`src/rtl/uart_pkg.sv`:
```
package uart_pkg;
  typedef enum logic [1:0] {
    PAR_NONE  = 2'b00,
    PAR_EVEN  = 2'b01,
    PAR_ODD   = 2'b10,
    PAR_FORCE = 2'b11
  } par_e;

  localparam int unsigned IRQ_N     = 8;
  localparam int unsigned BIT_TICKS = 16;

  // parity over the active data bits; odd=1 inverts the even result
  function automatic logic par_calc(logic [7:0] d, logic len8, logic odd);
    logic e;
    e = ^{d[7] & len8, d[6:0]};
    return e ^ odd;
  endfunction
endpackage

```
`src/rtl/uart_fifo.sv`:
```
module uart_fifo #(
  parameter int unsigned W     = 8,
  parameter int unsigned DEPTH = 8
) (
  input  logic         clk,
  input  logic         rst_n,
  input  logic         push,
  input  logic [W-1:0] din,
  input  logic         pop,
  output logic [W-1:0] dout,
  output logic         empty,
  output logic         full
);
  localparam int unsigned AW = $clog2(DEPTH);

  logic [W-1:0]  mem [DEPTH];
  logic [AW-1:0] wp_q, rp_q;
  logic [AW:0]   cnt_q, cnt_n;
  logic          do_push, do_pop;

  assign full    = (cnt_q == (AW+1)'(DEPTH));
  assign empty   = (cnt_q == '0);
  assign do_push = push && !full;
  assign do_pop  = pop && !empty;
  assign dout    = mem[rp_q];

  always_comb begin
    cnt_n = cnt_q;
    if (do_push && !do_pop) cnt_n = cnt_q + 1'b1;
    if (do_pop && !do_push) cnt_n = cnt_q - 1'b1;
  end

  always_ff @(posedge clk) begin
    if (do_push) mem[wp_q] <= din;
  end

  always_ff @(posedge clk or negedge rst_n) begin
    if (!rst_n) begin
      wp_q  <= '0;
      rp_q  <= '0;
      cnt_q <= '0;
    end else begin
      if (do_push) wp_q <= wp_q + 1'b1;
      if (do_pop)  rp_q <= rp_q + 1'b1;
      cnt_q <= cnt_n;
    end
  end

  a_r9_fifo_bound: assert property (@(posedge clk) disable iff (!rst_n)
    cnt_q <= (AW+1)'(DEPTH));
endmodule

```
`src/rtl/uart_tx.sv`:
```
module uart_tx import uart_pkg::*; (
  input  logic       clk,
  input  logic       rst_n,
  input  logic       tick,
  input  logic       len8,
  input  par_e       par,
  input  logic       stop2,
  input  logic       q_empty,
  input  logic [7:0] q_data,
  output logic       q_pop,
  output logic       line,
  output logic       idle
);
  typedef enum logic [2:0] {T_IDLE, T_START, T_DATA, T_PAR, T_STOP} tst_e;
  localparam logic [3:0] LAST_TICK = 4'(BIT_TICKS - 1);

  tst_e       st_q, st_n;
  logic [3:0] cnt_q, cnt_n;
  logic [7:0] sh_q, sh_n;
  logic [2:0] bit_q, bit_n;
  logic       pb_q, pb_n, line_q, line_n, last;

  assign last = tick && (cnt_q == LAST_TICK);
  assign line = line_q;
  assign idle = (st_q == T_IDLE);

  always_comb begin
    st_n = st_q; cnt_n = cnt_q; sh_n = sh_q; bit_n = bit_q; pb_n = pb_q;
    q_pop = 1'b0; line_n = 1'b1;
    if (st_q != T_IDLE && tick) cnt_n = cnt_q + 4'd1;
    case (st_q)
      T_IDLE: if (!q_empty) begin
        q_pop = 1'b1;
        sh_n  = q_data;
        pb_n  = par_calc(q_data, len8, (par == PAR_ODD) || (par == PAR_FORCE));
        st_n  = T_START;
        cnt_n = '0;
        bit_n = '0;
      end
      T_START: begin
        line_n = 1'b0;
        if (last) st_n = T_DATA;
      end
      T_DATA: begin
        line_n = sh_q[0];
        if (last) begin
          sh_n  = {1'b0, sh_q[7:1]};
          bit_n = bit_q + 3'd1;
          if (bit_q == (len8 ? 3'd7 : 3'd6)) begin
            bit_n = '0;
            st_n  = (par == PAR_NONE) ? T_STOP : T_PAR;
          end
        end
      end
      T_PAR: begin
        line_n = pb_q;
        if (last) st_n = T_STOP;
      end
      T_STOP: if (last) begin
        if (stop2 && bit_q == 3'd0) bit_n = 3'd1;
        else st_n = T_IDLE;
      end
      default: st_n = T_IDLE;
    endcase
  end

  always_ff @(posedge clk or negedge rst_n) begin
    if (!rst_n) begin
      st_q <= T_IDLE; cnt_q <= '0; sh_q <= '0; bit_q <= '0;
      pb_q <= 1'b0; line_q <= 1'b1;
    end else begin
      st_q <= st_n; cnt_q <= cnt_n; sh_q <= sh_n; bit_q <= bit_n;
      pb_q <= pb_n; line_q <= line_n;
    end
  end

  a_r8_pop_starts: assert property (@(posedge clk) disable iff (!rst_n)
    q_pop |=> !idle);
endmodule

```
`src/rtl/uart_rx.sv`:
```
module uart_rx import uart_pkg::*; (
  input  logic       clk,
  input  logic       rst_n,
  input  logic       tick,
  input  logic       rx_in,
  input  logic       len8,
  input  par_e       par,
  input  logic       q_full,
  output logic       push,
  output logic [7:0] dat,
  output logic       perr,
  output logic       ferr,
  output logic       oerr,
  output logic       brk
);
  typedef enum logic [2:0] {R_IDLE, R_START, R_DATA, R_PAR, R_STOP, R_WAIT} rst_e;
  localparam logic [3:0] LAST_TICK = 4'(BIT_TICKS - 1);

  rst_e       st_q, st_n;
  logic [3:0] cnt_q, cnt_n;
  logic [7:0] sh_q, sh_n;
  logic [2:0] bit_q, bit_n;
  logic [1:0] smp_q, smp_n;
  logic       s1_q, s2_q, pr_q, pr_n, any_q, any_n, vote, mid, last, fin;

  assign vote = (smp_q[0] & smp_q[1]) | (smp_q[0] & s2_q) | (smp_q[1] & s2_q);
  assign mid  = tick && (cnt_q == 4'd9);
  assign last = tick && (cnt_q == LAST_TICK);
  assign dat  = len8 ? sh_q : {1'b0, sh_q[7:1]};
  assign fin  = (st_q == R_STOP) && mid;
  assign brk  = fin && !any_q && !vote;
  assign push = fin && !brk && !q_full;
  assign oerr = fin && !brk && q_full;
  assign ferr = fin && !brk && !vote;
  assign perr = fin && !brk && (par != PAR_NONE) &&
                (pr_q != par_calc(dat, len8, par == PAR_ODD));

  always_comb begin
    st_n = st_q; cnt_n = cnt_q; sh_n = sh_q; bit_n = bit_q;
    smp_n = smp_q; pr_n = pr_q; any_n = any_q;
    if (st_q != R_IDLE && st_q != R_WAIT && tick) begin
      cnt_n = cnt_q + 4'd1;
      if (cnt_q == 4'd7) smp_n[0] = s2_q;
      if (cnt_q == 4'd8) smp_n[1] = s2_q;
    end
    case (st_q)
      R_IDLE: if (tick && !s2_q) begin
        st_n = R_START; cnt_n = '0; any_n = 1'b0; bit_n = '0;
      end
      R_START: begin
        if (mid && vote) st_n = R_IDLE;
        else if (last) st_n = R_DATA;
      end
      R_DATA: begin
        if (mid) begin
          sh_n  = {vote, sh_q[7:1]};
          any_n = any_q | vote;
        end
        if (last) begin
          bit_n = bit_q + 3'd1;
          if (bit_q == (len8 ? 3'd7 : 3'd6))
            st_n = (par == PAR_NONE) ? R_STOP : R_PAR;
        end
      end
      R_PAR: begin
        if (mid) begin
          pr_n  = vote;
          any_n = any_q | vote;
        end
        if (last) st_n = R_STOP;
      end
      R_STOP: if (mid) st_n = vote ? R_IDLE : R_WAIT;
      R_WAIT: if (s2_q) st_n = R_IDLE;
      default: st_n = R_IDLE;
    endcase
  end

  always_ff @(posedge clk or negedge rst_n) begin
    if (!rst_n) begin
      s1_q <= 1'b1; s2_q <= 1'b1; st_q <= R_IDLE; cnt_q <= '0; sh_q <= '0;
      bit_q <= '0; smp_q <= 2'b11; pr_q <= 1'b0; any_q <= 1'b0;
    end else begin
      s1_q <= rx_in; s2_q <= s1_q; st_q <= st_n; cnt_q <= cnt_n; sh_q <= sh_n;
      bit_q <= bit_n; smp_q <= smp_n; pr_q <= pr_n; any_q <= any_n;
    end
  end

  a_r6_break_no_push: assert property (@(posedge clk) disable iff (!rst_n)
    brk |-> !push && !ferr);
  a_r7_overrun_drop: assert property (@(posedge clk) disable iff (!rst_n)
    oerr |-> q_full && !push);
endmodule

```
`src/rtl/uart_core.sv`:
```
module uart_core import uart_pkg::*; #(
  parameter int unsigned FIFO_DEPTH = 8
) (
  input  logic       clk,
  input  logic       rst_n,
  input  logic       tick,
  input  logic       cfg_len8,
  input  logic [1:0] cfg_par,
  input  logic       cfg_stop2,
  input  logic       cfg_loop,
  input  logic       cfg_brk,
  input  logic       tx_wr,
  input  logic [7:0] tx_data,
  output logic       tx_full,
  input  logic       rx_rd,
  output logic [7:0] rx_data,
  output logic       rx_empty,
  input  logic [7:0] irq_mask,
  input  logic [7:0] irq_clr,
  output logic [7:0] irq_stat,
  output logic       irq,
  input  logic       rxd,
  output logic       txd
);
  localparam int unsigned STK_N = IRQ_N / 2;

  par_e       pmode;
  logic       txq_empty, tx_pop, tx_line, tx_idle, ser_line, rx_in;
  logic [7:0] txq_data, rx_char;
  logic       rx_push, rx_full, ev_perr, ev_ferr, ev_oerr, ev_brk;
  logic [STK_N-1:0] stk_q, stk_n, ev;

  assign pmode = par_e'(cfg_par);

  uart_fifo #(.W(8), .DEPTH(FIFO_DEPTH)) u_txq (
    .clk(clk), .rst_n(rst_n), .push(tx_wr), .din(tx_data), .pop(tx_pop),
    .dout(txq_data), .empty(txq_empty), .full(tx_full));

  uart_tx u_tx (
    .clk(clk), .rst_n(rst_n), .tick(tick), .len8(cfg_len8), .par(pmode),
    .stop2(cfg_stop2), .q_empty(txq_empty), .q_data(txq_data), .q_pop(tx_pop),
    .line(tx_line), .idle(tx_idle));

  assign ser_line = cfg_brk ? 1'b0 : tx_line;
  assign txd      = cfg_loop ? 1'b1 : ser_line;
  assign rx_in    = cfg_loop ? ser_line : rxd;

  uart_rx u_rx (
    .clk(clk), .rst_n(rst_n), .tick(tick), .rx_in(rx_in), .len8(cfg_len8),
    .par(pmode), .q_full(rx_full), .push(rx_push), .dat(rx_char),
    .perr(ev_perr), .ferr(ev_ferr), .oerr(ev_oerr), .brk(ev_brk));

  uart_fifo #(.W(8), .DEPTH(FIFO_DEPTH)) u_rxq (
    .clk(clk), .rst_n(rst_n), .push(rx_push), .din(rx_char), .pop(rx_rd),
    .dout(rx_data), .empty(rx_empty), .full(rx_full));

  assign ev    = {ev_brk, ev_oerr, ev_ferr, ev_perr};
  assign stk_n = (stk_q & ~irq_clr[IRQ_N-1:STK_N]) | ev;

  always_ff @(posedge clk or negedge rst_n) begin
    if (!rst_n) stk_q <= '0;
    else        stk_q <= stk_n;
  end

  assign irq_stat = {stk_q, txq_empty & tx_idle, txq_empty, rx_full, !rx_empty};
  assign irq      = |(irq_stat & irq_mask);

  a_r12_sticky_set: assert property (@(posedge clk) disable iff (!rst_n)
    ev_perr |=> irq_stat[4]);
endmodule

```
`config.mk`:
```
export PLATFORM = sky130hd
export DESIGN_NAME = uart_core
export DESIGN_NICKNAME = d
export VERILOG_FILES = /design/src/rtl/uart_pkg.sv /design/src/rtl/uart_fifo.sv /design/src/rtl/uart_tx.sv /design/src/rtl/uart_rx.sv /design/src/rtl/uart_core.sv
export SDC_FILE = /design/constraint.sdc
export NUM_CORES = 1
export LEC_CHECK = 0
export BUFFER_PORTS_ARGS = -buffer_cell sky130_fd_sc_hd__buf_2
export CELL_PAD_IN_SITES_DETAIL_PLACEMENT = 1
export CELL_PAD_IN_SITES_GLOBAL_PLACEMENT = 1
export CORE_MARGIN = 3
export CORE_UTILIZATION = 46
export CTS_CLUSTER_SIZE = 24
export DETAILED_ROUTE_END_ITERATION = 7
export HOLD_SLACK_MARGIN = 0.12
export PLACE_DENSITY_LB_ADDON = 0.1
export SKIP_CTS_REPAIR_TIMING = 1
export SLEW_MARGIN = 25
export SYNTH_ARGS = -nofsm -noshare
export SYNTH_HDL_FRONTEND = slang
export SYNTH_SLANG_ARGS = --single-unit
```
`constraint.sdc`:
```
create_clock -name clk -period 2.65 [get_ports clk]
set_input_delay 0.53 -clock clk [delete_from_list [all_inputs] [get_ports clk]]
set_output_delay 0.53 -clock clk [all_outputs]
set_load 0.01 [all_outputs]
```
======== Word-level counts from Yosys, hierarchy flattened ========
Memories as Yosys holds them, arrays and structs flattened.
Cells that the tools add are included.
word-level totals
  memories kept ........................... 2
  logic and storage cells ................. 216
  bits in writable memories ............... 128
  input port bits ......................... 36
  output and inout bits ................... 20
  flip-flop bits (word level) ............. 68
memories
  name       depth  bits a word  rd ports  clocked after Yosys merged registers in  write ports  RTL line         source
  u_rxq.mem  8      8            1         0                                        1            uart_fifo.sv:16  logic [W-1:0] mem [DEPTH];
  u_txq.mem  8      8            1         0                                        1            uart_fifo.sv:16
cells by class
  add/subtract/negate cells ............... 12
  mux-type cells .......................... 56
  equality and inequality tests ........... 38
  reductions and logical operators ........ 69
  bitwise operators ....................... 16
operators with widths
  cell                                                                     count
  3-bit two-way mux                                                        24
  4-bit two-way mux                                                        10
  1-bit logical AND                                                        26
  2-bit by 1-bit inequality test with 1-bit output, second input constant  13
  4-bit equality test, second input constant                               6
  8-bit two-way mux                                                        3
  3-bit by 1-bit adder with 3-bit output, second input constant            6
  3-bit case mux with 6 select lines                                       1
  4-bit by 1-bit adder with 4-bit output, second input constant            4
  8-bit case mux with 2 select lines                                       1
  8-bit XOR reduction                                                      2
  3-bit case mux with 5 select lines                                       1
  7-bit AND reduction                                                      2
  3-bit by 2-bit equality test with 1-bit output, second input constant    4
  1-bit zero test                                                          12
  1-bit two-way mux                                                        12
  2-bit nonzero test                                                       6
  2-bit AND reduction                                                      5
  3-bit equality test, second input constant                               3
  3-bit zero test                                                          3
  3-bit case mux with 3 select lines                                       1
  3-bit AND reduction                                                      3
  3-bit nonzero test                                                       3
  8-bit AND                                                                1
  25 further kinds                                                         39

======== Logic depth before layout (Yosys ltp) ========
  depth in word-level cells ............... 12
  gate-level depth with buffers ........... 15
  depth with buffers taken out ............ 14

======== Hierarchy ========
A second synthesis with hierarchy kept.
second synthesis, totals
  cells, all modules ...................... 608
  area, all modules ....................... 9,207.6 um^2
modules (own cells, without submodules)
  module     area each (um^2)  cells an instance  instances  sequential area each (um^2)
  uart_fifo  3,141.8           160                2          2,172.1
  uart_rx    1,451.4           140                1          605.6
  uart_tx    1,231.2           122                1          501.7
  uart_core  241.5             26                 1          100.1

======== Least setup slack after synthesis ========
No wires, ideal clock.
  path kind ............................... input port to flip-flop
  start ................................... input port tick
  end ..................................... register u_rxq.cnt_q[2]
  setup time .............................. 0.125 ns
  stages on the path ...................... 14
  data required time ...................... 2.525 ns
  setup slack ............................. -0.301 ns
  buffers on the path ..................... 2
  arrival ................................. 2.826 ns
  cell sequence ........................... clkbuf_1 and4b_1 clkbuf_1 nand3_1 o21bai_1 nor2_1 inv_2 ha_1 xor2_1 ha_1 a21oi_1 xor2_1 nor2_1 xor2_1
between the ends
  word-level cells in the longest chain between the ends .. 11
  elaborated cells between the ends (all ways) .. 13
  classes of those cells .................. mux: 1; reduce/logical: 12
RTL lines
  what                                                            RTL line         source
  start: declaration                                              uart_core.sv:6   input logic tick,
  1-bit logical AND *                                             uart_rx.sv:27    assign mid = tick && (cnt_q == 4'd9);
  1-bit logical AND *                                             uart_rx.sv:30    assign fin = (st_q == R_STOP) && mid;
  1-bit logical AND (2 in series)                                 uart_rx.sv:31    assign brk = fin && !any_q && !vote;
  1-bit zero test                                                 uart_rx.sv:32    assign push = fin && !brk && !q_full;
  1-bit logical AND * (2 in series)                               uart_rx.sv:32
  1-bit logical AND *                                             uart_fifo.sv:23  assign do_push = push && !full;
  1-bit zero test                                                 uart_fifo.sv:30  if (do_pop && !do_push) cnt_n = cnt_q - 1'b1;
  1-bit logical AND                                               uart_fifo.sv:30
  4-bit two-way mux / 2-bit nonzero test (equally long branches)  --
  end signal: assignment                                          uart_fifo.sv:45  cnt_q <= cnt_n;
  end: declaration                                                uart_fifo.sv:18  logic [AW:0] cnt_q, cnt_n;
Every way passes the cells marked *; elsewhere a longest branch is shown, timed or not.
A chain may end at the register's enable or synchronous reset.

======== Final worst setup path ========
  start ................................... register u_rxq.rp_q[0]
  end ..................................... output port rx_data[2]
between the ends
  word-level cells in the longest chain between the ends .. 1
RTL lines
  what                      RTL line         source
  start: declaration        uart_fifo.sv:17  logic [AW-1:0] wp_q, rp_q;
  start signal: assignment  uart_fifo.sv:44  if (do_pop) rp_q <= rp_q + 1'b1;
  memory read 8 x 8 bit     --
  end: declaration          uart_core.sv:16  output logic [7:0] rx_data,
No other way between the ends.

==> flow_metrics.tcl <==
set metrics [dict create \
    rows 49 \
    drtPass1Iterations 4 \
    grt_util_all_layers 0.198 \
    final_area_um2 10200 \
    fin_ws_ns 0.126 \
    wl_per_cell_um 20.6 \
    vias 5173 \
    wl_met3_um 571 \
    powerDensity_nw_per_um2 972 \
    cts.clk_slew.worst_paths_ns 0.07 \
    worstSetupStartpoint "u_rxq.rp_q[0]$_DFFE_PN0P_" \
    path_cells "buf_12 > mux4_2 > mux2_2 > buf_2" \
    grt_pass1_vias 5651 \
    dieArea_um2 20700 \
    synthFlopType "edfxtp_1" \
    synth_common_cells "128 x edfxtp_1, 63 x dfrtp_1, 55 x nor2_1" \
    setup_viol_count_final 0 \
    r2r-end "u_rxq.cnt_q[2]$_DFFE_PN0P_" \
    max_freq_ghz 0.396 \
    tns_ns 0 \
    cts_max_path_buffers 2 \
    detail-route-antenna-nets 0 \
    hold_class "input pin to asynchronous set/reset pin" \
    p_total_mw 9.91 \
    avgSynthCellArea_um2 14.5 \
    grt_start_max_net_pins 69 \
    slew_headroom 0.632 \
    finalNetCount 751 \
    synth_area_um2 8720 \
    cpPeakStageDelay_ns 0.54 \
    hold_viol 0 \
    fin_skew_ns 0.0118 \
    cp-end-kind "output pin" \
    synth.yosys.warnings 0 \
    r2r_setup_slack_ns 0.13 \
    gr-total-overflow 0 \
    viasPerCell 5.51 \
    arrival_ns 1.99 \
    tightest_slew_ns 0.551 \
    maxCapViolCount 0 \
    die_w_um 144 \
    dr_wl_met2_mm 10.6 \
    min_period_ns 2.52 \
    comb_power_share 0.320 \
    postPlaceCellArea_um2 9530 \
    synthesis.nets 655 \
    io_pins 56 \
    drcViolationCount 0 \
    synth_cell_types 60 \
    reg2reg_depth 14 \
    critPathLaunchType "flip-flop" \
    met1_length_mm 7.95 \
    r2r_start "u_rx.cnt_q[1]$_DFF_PN0_" \
    synth_top_area_share 0.441 \
    detailed_place_hpwl_mm 13.5 \
    final_layout_size_suffix_gt1_frac 0.292 \
    floorplan.die.height_um 144 \
    cts.sinks 196 \
    fillCellCount 1793 \
    highest_layer "met4" \
    synth_top_area_cell "edfxtp_1" \
    status "completed" \
    portBuffers 51 \
    maxSlewViolCount 0 \
    clkPwrFrac 0.268 \
    n_antenna_cell 0 \
    grt_antenna_before_repair 0 \
    clk_latency_ns 0.44 \
    core_um2 18300 \
    drt_iter0_markers 214 \
    peakVddDrop_mv 0.629 \
    synth-edff-count 128 \
    synth_seq_cells 196 \
    fin_crit_sh 0.953 \
    synth.area.top_cells "edfxtp_1 44%, dfrtp_1 18%, mux4_2 7.5%" \
    cts_tree "done" \
    p_seq_frac 0.412 \
    holdWs_ns 0.0870 \
    p_leak_nw 3.94 \
    wirelength_mm 19.3 \
    area_delta_synth_final_pct 17.0 \
    htree_levels 4 \
    worst_path_max_delay_cell "mux4_2" \
    yosysSeqAreaShare 0.636 \
    start_util 0.477 \
    worstPathMaxFanout 18 \
    clock-root-buffer "clkbuf_16" \
    yosysMostFrequentCell "edfxtp_1" \
    p_int_mw 6.66 \
    postSynthCellCount 601 \
    netSwitchingFraction 0.328 \
    setup.worst_path.class "flip-flop to output pin" \
    cts_made_buffers 17 \
    dp_slack_ns -0.0116 \
    required_ns 2.12 \
    async_flop_share 0.347 \
    p_switching_mw 3.25 \
    place.gp.congestion 0.797 \
    grt_pass1_wl_mm 30.6 \
]
-- stage by stage --
stage / cells / utilization
2_1_floorplan: 601 / -
3_3_place_gp: 904 / 0.522
3_5_place_dp: 904 / 0.522
4_1_cts: 936 / 0.555
5_1_grt: 939 / 0.558
6_report: 939 / 0.558
-- power by group through the flow --
| stage | Combinational [mW] | Sequential [mW] | Clock, mW |
|---|---|---|---|
| after floorplan | 2.41 | 3.97 | 0 |
| after global placement | 3.06 | 4.10 | 0 |
| after detailed placement | 3.17 | 4.14 | 0 |
| after CTS | 3.19 | 4.08 | 2.73 |
| after global routing | 3.53 | 4.14 | 2.86 |
| final | 3.17 | 4.09 | 2.66 |
-- how the worst max path moves through the flow --
stage                                       to  slack (ns)
finish                              rx_data[2]        0.13
global route        u_rxq.cnt_q[3]$_DFFE_PN0P_      -0.004
CTS                                 rx_data[2]        -0.1
detailed placement  u_rxq.cnt_q[2]$_DFFE_PN0P_       -0.01
global placement    u_rxq.cnt_q[3]$_DFFE_PN0P_        0.06
floorplan           u_rxq.cnt_q[2]$_DFFE_PN0P_       -0.03
-- final cells by class --
| class | instances | area [um2] | area share |
|---|---|---|---|
| well taps | 229 | 287 | 0.0281 |
| clock buffers | 17 | 425 | 0.0417 |
| inverters | 28 | 105 | 0.0103 |
| multi-input cells | 354 | 2990 | 0.293 |
| flip-flops and latches | 196 | 5550 | 0.544 |
| repair buffers | 100 | 661 | 0.0648 |
| clock inverters | 15 | 181 | 0.0178 |
-- critical path: cells and delay by family (launching register included) --
kind     cells  cell delay [ns]
mux          2             0.83
flops        1             0.38
buf+inv      2             0.34
-- registers in the layout (all words and copies together), names as in the netlist, 2 cells and up --
name	cells
u_tx.st_q	3
u_rxq.mem	64
u_rxq.cnt_q	4
u_tx.sh_q	8
u_txq.cnt_q	4
u_rx.bit_q	3
u_txq.mem	64
u_rx.sh_q	8
stk_q	4
u_txq.rp_q	3
u_tx.bit_q	3
u_rx.cnt_q	4
u_tx.cnt_q	4
u_rxq.wp_q	3
u_rxq.rp_q	3
u_rx.smp_q	2
u_txq.wp_q	3
u_rx.st_q	3
-- routing by layer --
layer / vias up / GRT usage
li1: 2417 / -
met1: 2670 / 0.240
met2: 71 / 0.360
met3: 15 / 0.0476
met4: 0 / 0.0446
met5: - / 0
-- kinds of logic (layout without fill, tap and decap cells) --
family / after synthesis / count (layout) / synth area share
AO/OA/AOI/OAI: 78 / 78 / 0.0558
XOR/XNOR: 38 / 38 / 0.0437
adder cells (fa/ha/maj): 19 / 19 / 0.0278
buffers and inverters: 51 / 160 / 0.0270
flip-flops: 196 / 196 / 0.636
multiplexers: 70 / 70 / 0.133
AND/OR/NAND/NOR: 149 / 149 / 0.0760
-- placed cells by master (no fill, tap or decap), types with 7 or more instances in the layout --
cell type,instances
dfrtp_1,62
edfxtp_1,128
nor2_1,54
inv_2,9
buf_4,46
clkbuf_16,17
nor3_1,10
mux2_1,13
xor2_1,14
mux2_2,17
nand2b_1,8
a21oi_1,19
mux4_2,29
mux2i_1,7
xnor2_1,19
nand2_1,49
nand3_1,7
inv_1,19
o21ai_1,16
buf_2,51
ha_1,14
Power figures use the tool's default switching activity.
